==> src/rtl/tmr16_pkg.sv <==
package tmr16_pkg;
  localparam int CNT_W  = 16;
  localparam int ADDR_W = 3;
  localparam int N_EXT  = 4;

  typedef enum logic [ADDR_W-1:0] {
    A_CTRL = 3'd0,
    A_IEN  = 3'd1,
    A_STAT = 3'd2,
    A_CNT  = 3'd3,
    A_CMPA = 3'd4,
    A_CMPB = 3'd5
  } reg_addr_e;

  typedef enum logic [1:0] {
    CLR_NONE = 2'b00,
    CLR_CMPA = 2'b01,
    CLR_CMPB = 2'b10,
    CLR_SYNC = 2'b11
  } clr_mode_e;

  typedef struct packed {
    logic ovf;
    logic cmp_b;
    logic cmp_a;
  } flags_t;
endpackage

==> src/rtl/tmr16_edge_det.sv <==
module tmr16_edge_det #(
  parameter int N    = 5,
  parameter int SYNC = 2
) (
  input  logic         clk_i,
  input  logic         rst_ni,
  input  logic [N-1:0] in_i,
  output logic [N-1:0] rise_o
);
  localparam int SH_W = SYNC + 1;

  for (genvar g = 0; g < N; g++) begin : g_lane
    logic [SH_W-1:0] sh_q;
    always_ff @(posedge clk_i or negedge rst_ni) begin
      if (!rst_ni) sh_q <= '0;
      else         sh_q <= {sh_q[SH_W-2:0], in_i[g]};
    end
    assign rise_o[g] = sh_q[SH_W-2] & ~sh_q[SH_W-1];
  end
endmodule

==> src/rtl/tmr16_prescale.sv <==
module tmr16_prescale #(
  parameter int DIV_W = 2
) (
  input  logic             clk_i,
  input  logic             rst_ni,
  input  logic             en_i,
  input  logic [DIV_W-1:0] div_sel_i,
  input  logic [1:0]       edge_sel_i,
  output logic             tick_o
);
  localparam int P_W = (1 << DIV_W) - 1;

  logic [P_W-1:0] p_q;
  logic [P_W-1:0] mask, target;
  int             k;
  logic           half;

  // prescaler restarts while disabled so the count phase is tied to enable
  always_ff @(posedge clk_i or negedge rst_ni) begin
    if (!rst_ni)    p_q <= '0;
    else if (!en_i) p_q <= '0;
    else            p_q <= p_q + 1'b1;
  end

  always_comb begin
    k    = int'(div_sel_i);
    half = 1'b0;
    if (k >= 2) begin
      if (edge_sel_i[1])           k = k - 1;
      else if (edge_sel_i == 2'b01) half = 1'b1;
    end
    mask   = P_W'((32'd1 << k) - 32'd1);
    target = half ? P_W'((32'd1 << (k - 1)) - 32'd1) : mask;
  end

  assign tick_o = en_i && ((p_q & mask) == target);
endmodule

==> src/rtl/tmr16_counter.sv <==
module tmr16_counter #(
  parameter int W = 16
) (
  input  logic         clk_i,
  input  logic         rst_ni,
  input  logic         tick_i,
  input  logic         ld_i,
  input  logic [W-1:0] ld_val_i,
  input  logic         clr_i,
  input  logic         per_en_i,
  input  logic [W-1:0] per_val_i,
  input  logic [W-1:0] cmp_a_i,
  input  logic [W-1:0] cmp_b_i,
  output logic [W-1:0] cnt_o,
  output logic         hit_a_o,
  output logic         hit_b_o,
  output logic         wrap_o
);
  logic [W-1:0] cnt_q, new_val;
  logic [W:0]   nxt;
  logic         step, cleared;

  assign nxt     = {1'b0, cnt_q} + 1'b1;
  assign cleared = per_en_i && (per_val_i != '0) && (nxt[W-1:0] == per_val_i);
  assign new_val = cleared ? '0 : nxt[W-1:0];
  assign step    = tick_i && !ld_i && !clr_i;

  // a match is seen on the reached value even when the period folds it to 0
  assign hit_a_o = step && ((nxt[W-1:0] == cmp_a_i) || (new_val == cmp_a_i));
  assign hit_b_o = step && ((nxt[W-1:0] == cmp_b_i) || (new_val == cmp_b_i));
  assign wrap_o  = step && nxt[W];

  always_ff @(posedge clk_i or negedge rst_ni) begin
    if (!rst_ni)    cnt_q <= '0;
    else if (ld_i)  cnt_q <= ld_val_i;
    else if (clr_i) cnt_q <= '0;
    else if (step)  cnt_q <= new_val;
  end

  assign cnt_o = cnt_q;
endmodule

==> src/rtl/tmr16_channel.sv <==
module tmr16_channel
  import tmr16_pkg::*;
(
  input  logic              clk_i,
  input  logic              rst_ni,
  input  logic              en_i,
  input  logic [N_EXT-1:0]  ext_clk_i,
  input  logic              sync_clr_i,
  input  logic [ADDR_W-1:0] addr_i,
  input  logic              we_i,
  input  logic [CNT_W-1:0]  wdata_i,
  output logic [CNT_W-1:0]  rdata_o,
  output logic              irq_cmp_a_o,
  output logic              irq_cmp_b_o,
  output logic              irq_ovf_o
);
  localparam int N_LANE = N_EXT + 1;

  logic [7:0]       ctrl_q;
  logic [2:0]       ien_q;
  flags_t           flags_q, flags_n;
  logic [CNT_W-1:0] cmp_a_q, cmp_b_q, cnt_q, per_val;
  logic [N_LANE-1:0] rise;
  logic             int_tick, tick, ld, sclr, per_en;
  logic             hit_a, hit_b, wrap;
  clr_mode_e        clr_mode;

  assign clr_mode = clr_mode_e'(ctrl_q[6:5]);
  assign ld       = we_i && (addr_i == A_CNT);

  tmr16_edge_det #(.N(N_LANE), .SYNC(2)) u_edge (
    .clk_i (clk_i),
    .rst_ni(rst_ni),
    .in_i  ({sync_clr_i, ext_clk_i}),
    .rise_o(rise)
  );

  tmr16_prescale #(.DIV_W(2)) u_presc (
    .clk_i     (clk_i),
    .rst_ni    (rst_ni),
    .en_i      (en_i),
    .div_sel_i (ctrl_q[1:0]),
    .edge_sel_i(ctrl_q[4:3]),
    .tick_o    (int_tick)
  );

  assign tick    = ctrl_q[2] ? (en_i && rise[ctrl_q[1:0]]) : int_tick;
  assign sclr    = (clr_mode == CLR_SYNC) && rise[N_EXT];
  assign per_en  = (clr_mode == CLR_CMPA) || (clr_mode == CLR_CMPB);
  assign per_val = (clr_mode == CLR_CMPB) ? cmp_b_q : cmp_a_q;

  tmr16_counter #(.W(CNT_W)) u_cnt (
    .clk_i    (clk_i),
    .rst_ni   (rst_ni),
    .tick_i   (tick),
    .ld_i     (ld),
    .ld_val_i (wdata_i),
    .clr_i    (sclr),
    .per_en_i (per_en),
    .per_val_i(per_val),
    .cmp_a_i  (cmp_a_q),
    .cmp_b_i  (cmp_b_q),
    .cnt_o    (cnt_q),
    .hit_a_o  (hit_a),
    .hit_b_o  (hit_b),
    .wrap_o   (wrap)
  );

  always_comb begin
    flags_n = flags_q;
    if (we_i && addr_i == A_STAT) flags_n = flags_n & flags_t'(wdata_i[2:0]);
    // a new event wins over a same-cycle clear
    flags_n.cmp_a = flags_n.cmp_a | hit_a;
    flags_n.cmp_b = flags_n.cmp_b | hit_b;
    flags_n.ovf   = flags_n.ovf   | wrap;
  end

  always_ff @(posedge clk_i or negedge rst_ni) begin
    if (!rst_ni) begin
      ctrl_q  <= '0;
      ien_q   <= '0;
      flags_q <= '0;
      cmp_a_q <= '1;
      cmp_b_q <= '1;
    end else begin
      flags_q <= flags_n;
      if (we_i) begin
        unique case (addr_i)
          A_CTRL:  ctrl_q  <= wdata_i[7:0];
          A_IEN:   ien_q   <= wdata_i[2:0];
          A_CMPA:  cmp_a_q <= wdata_i;
          A_CMPB:  cmp_b_q <= wdata_i;
          default: ;
        endcase
      end
    end
  end

  always_comb begin
    unique case (addr_i)
      A_CTRL:  rdata_o = {8'h00, ctrl_q};
      A_IEN:   rdata_o = {8'h00, 5'h1f, ien_q};
      A_STAT:  rdata_o = {8'h00, 5'h1f, flags_q};
      A_CNT:   rdata_o = cnt_q;
      A_CMPA:  rdata_o = cmp_a_q;
      A_CMPB:  rdata_o = cmp_b_q;
      default: rdata_o = '0;
    endcase
  end

  assign irq_cmp_a_o = flags_q.cmp_a & ien_q[0];
  assign irq_cmp_b_o = flags_q.cmp_b & ien_q[1];
  assign irq_ovf_o   = flags_q.ovf   & ien_q[2];
endmodule

==> config.mk <==
export PLATFORM = sky130hd
export DESIGN_NAME = tmr16_channel
export DESIGN_NICKNAME = d
export VERILOG_FILES = /design/src/rtl/tmr16_pkg.sv /design/src/rtl/tmr16_edge_det.sv /design/src/rtl/tmr16_prescale.sv /design/src/rtl/tmr16_counter.sv /design/src/rtl/tmr16_channel.sv
export SDC_FILE = /design/constraint.sdc
export NUM_CORES = 1
export LEC_CHECK = 0
export ABC_AREA = 1
export CAP_MARGIN = 15
export CORE_MARGIN = 4
export CORE_UTILIZATION = 40
export CTS_BUF_LIST = sky130_fd_sc_hd__clkbuf_4 sky130_fd_sc_hd__clkbuf_8
export DETAILED_ROUTE_END_ITERATION = 8
export PLACE_DENSITY = 0.7
export SETUP_SLACK_MARGIN = 0.15
export SLEW_MARGIN = 25
export SYNTH_ARGS = -nofsm -noshare
export SYNTH_HDL_FRONTEND = slang
export SYNTH_HIERARCHICAL = 1
export SYNTH_SLANG_ARGS = --single-unit
==> constraint.sdc <==
create_clock -name clk_i -period 7.18 [get_ports clk_i]
set_input_delay 1.436 -clock clk_i [delete_from_list [all_inputs] [get_ports clk_i]]
set_output_delay 1.436 -clock clk_i [all_outputs]
set_load 0.005 [all_outputs]
==> impl_metrics.ini <==
[outcome]
status = completed

[clocking]
cts_sinks = 80
clkLatencyLatePin_ns = 0.39
cts_buffers = 9
hold_buffers = 0
tritoncts = done
post-cts-setup-buffers = 0
clkSlewWorstSetupHoldPaths_ns = 0.09
cts-resized-gates = 0
clk_path_buf_depth = 2
root_buffer = clkbuf_8
htree_num_levels = 3

[cells_and_area]
n_fill_cell = 1618
instances_no_fill = 1220
multi_input_area_um2 = 3660
finalNetCount = 1035
antennaDiodeCount = 0
ff_latch_area_um2 = 2040
area_growth_pct = 11.5
drive_gt1_share_pct = 13.8

[detailed_routing]
vias_per_cell = 5.20
route.vias.total = 6340
routedWlPerCell_um = 15.7
drt_iter0_drc = 657
wirelength_mm = 19.2
drt_pass1_iterations = 5
drc = 0
ant_nets = 0

[timing]
clock_skew_ns = 0.0235
finalMaxSlewViolations = 0
setup_viol = 0
hold_ws_ns = 0.356
layout_setup_ws_ns = 1.64
tns_ns = 0
hold_viol = 0
fin_crit_ns = 5.54
tightest_slew_ns = 0.897
rsz0062_at_grt = no
fmax_mhz = 180
slew_headroom_pct = 38.6
finalCritPeriodShare_pct = 77.2

[synthesis]
yosys.area_share.xor_xnor_pct = 3.34
synth_area_um2 = 6440
mappedNetlistNets = 1007
synthAdderAreaFrac_pct = 1.55
synth_top_family_by_area = simple AND/OR/NAND/NOR gates
synth-compound-area-share_pct = 9.69
muxShareOfSynthArea_pct = 0
yosysSeqAreaShare_pct = 31.7
synth_cells = 971
yosysWarnings = 6
synth.avg_cell_area_um2 = 6.64
synth-simple-area-share_pct = 42.2
synth_seq_cells = 80
synth_cell_types = 43

[worst_setup_path]
startpoint = addr_i[2]
setup.worst_path.end_class = output pin
endpoint = rdata_o[9]
r2r-end = flags_q[1]
crit_type = in2out
reg2reg_depth = 22
arrival_ns = 4.11
cp-start-kind = input port
cp_max_fo = 18
crit_required_ns = 5.74
timing.reg2reg.setup_slack_ns = 3.55
r2r-start = ctrl_q[5]

[pwr]
p_per_area_nw_per_um2 = 327
power_mw = 2.35
leakagePower_nw = 3.59
peakVddDrop_uv = 126

[global_route]
grt_overflow = 0
gr-usage-all-layers_pct = 21.6
antenna_found_initial = 0
grt_max_degree = 81
grt_pass1_vias = 5772
grt_pass1_wl_mm = 31.0

[placed_design]
gp_congestion = 0.949
dp_cells = 1204
io_buffers = 46
hpwl_mm = 14.1
preCtsSetupSlack_ns = 1.67

[die]
ios = 47
num_rows = 46
die_h_um = 135
die-area_um2 = 18200
die_width_um = 135
start_util_pct = 40.7
core_area_um2 = 15800

[min_path]
min_from = u_edge/g_lane[3].sh_q[0]
hold_class = reg2reg

[flow_run]
max-cap-violations = 0
-- worst min path at each step --
stage,cells after the start,slack [ns],end
after floorplan,0,0.33,u_edge/g_lane[0].sh_q[1]
after global placement,0,0.33,u_edge/g_lane[2].sh_q[1]
after detailed placement,0,0.33,u_edge/g_lane[2].sh_q[1]
after CTS,0,0.36,u_edge/g_lane[2].sh_q[1]
after global routing,0,0.36,u_edge/g_lane[2].sh_q[1]
final,0,0.36,u_edge/g_lane[3].sh_q[1]
-- synthesized netlist by cell type (all sizes together) --
master | count | share of area [%]
nand4 | 29 | 2.8
nor2 | 116 | 8.1
o2111a | 1 | 0.17
dfstp | 32 | 13
nand3 | 89 | 7.5
o2111ai | 1 | 0.14
nand2 | 338 | 21
dfrtp | 48 | 19
inv | 130 | 7.7
xnor3 | 1 | 0.35
a21oi | 22 | 1.7
o21a | 1 | 0.12
nand3b | 17 | 2.0
a2111oi | 1 | 0.14
o22ai | 3 | 0.29
clkbuf | 14 | 0.82
ha | 8 | 1.6
a221o | 1 | 0.16
xnor2 | 5 | 0.68
nor3 | 3 | 0.23
nor4 | 3 | 0.29
o21ai | 45 | 4.4
o211ai | 9 | 1.0
a31oi | 16 | 1.6
buf | 19 | 2.9
xor2 | 17 | 2.3
clkinv | 2 | 0.14
-- sequential cells by signal, summed over array words and instances, names as in the netlist --
name,cells
cmp_b_q,16
cmp_a_q,16
u_presc/p_q,3
ien_q,3
flags_q,3
u_cnt/cnt_o,16
u_edge/g_lane.sh_q,15
ctrl_q,8
-- report_power, final --
group	leakage, nW	switching (mW)	internal, mW
combinational	2.58	0.775	0.448
sequential	0.899	0.178	0.573
clock	0.105	0.207	0.169
total	3.59	1.16	1.19
-- critical path, cell delays in order --
cell,delay [ns]
clkdlybuf4s50_1,0.80
inv_2,0.39
nand2_1,0.11
nor2_1,0.54
nand2_1,0.13
o211ai_1,0.14
clkdlybuf4s50_1,0.54
-- through the flow --
| stage | utilization, % | area [um^2] |
|---|---|---|
| final | 45.4 | 7180 |
| after detailed placement | 44.0 | 6970 |
| after global placement | 44.0 | 6970 |
| after floorplan | - | 6440 |
| after CTS | 45.4 | 7180 |
| after global routing | 45.4 | 7180 |
-- cell type report --
cell class | instances | area share [%]
inverter | 132 | 7.06
sequential | 80 | 28.4
timing repair buffer | 50 | 6.85
clock buffer | 9 | 1.72
clock inverter | 7 | 1.20
multi-input combinational | 726 | 51.0
tap | 216 | 3.76
-- kinds of logic after synthesis --
family | count (synthesis)
DFF | 80
adders and majority gates | 8
xor gates and xnor gates | 23
and+or+nand+nor | 595
buffers and inverters | 165
AOI/OAI and AO/OA | 100
-- layer usage --
layer / share of wire (%) / up-vias / GRT usage [%] / wire [um]
met5: 0 / - / 0 / 0
met4: 2.1 / 0 / 6.79 / 410
met3: 6.0 / 31 / 3.17 / 1150
met2: 46 / 189 / 33.4 / 8740
met1: 46 / 2959 / 31.3 / 8860
li1: - / 3161 / - / -
-- cells in the final DEF, fill, tap and decap left out, drive strengths merged, types with 2 or more instances in the layout --
cell and instances:
o22ai 3, clkinv 2, inv 135, dfrtp 48, nor4 3, a21oi 22
nand3b 17, o21ai 45, clkbuf 9, nand4 29, dfstp 32, clkdlybuf4s50 45
a31oi 16, xnor2 5, ha 8, buf 5, nor3 3, nand2 338
nand3 89, xor2 17, o211ai 9, nor2 116
No activity file was read; power rests on OpenSTA's default activity.
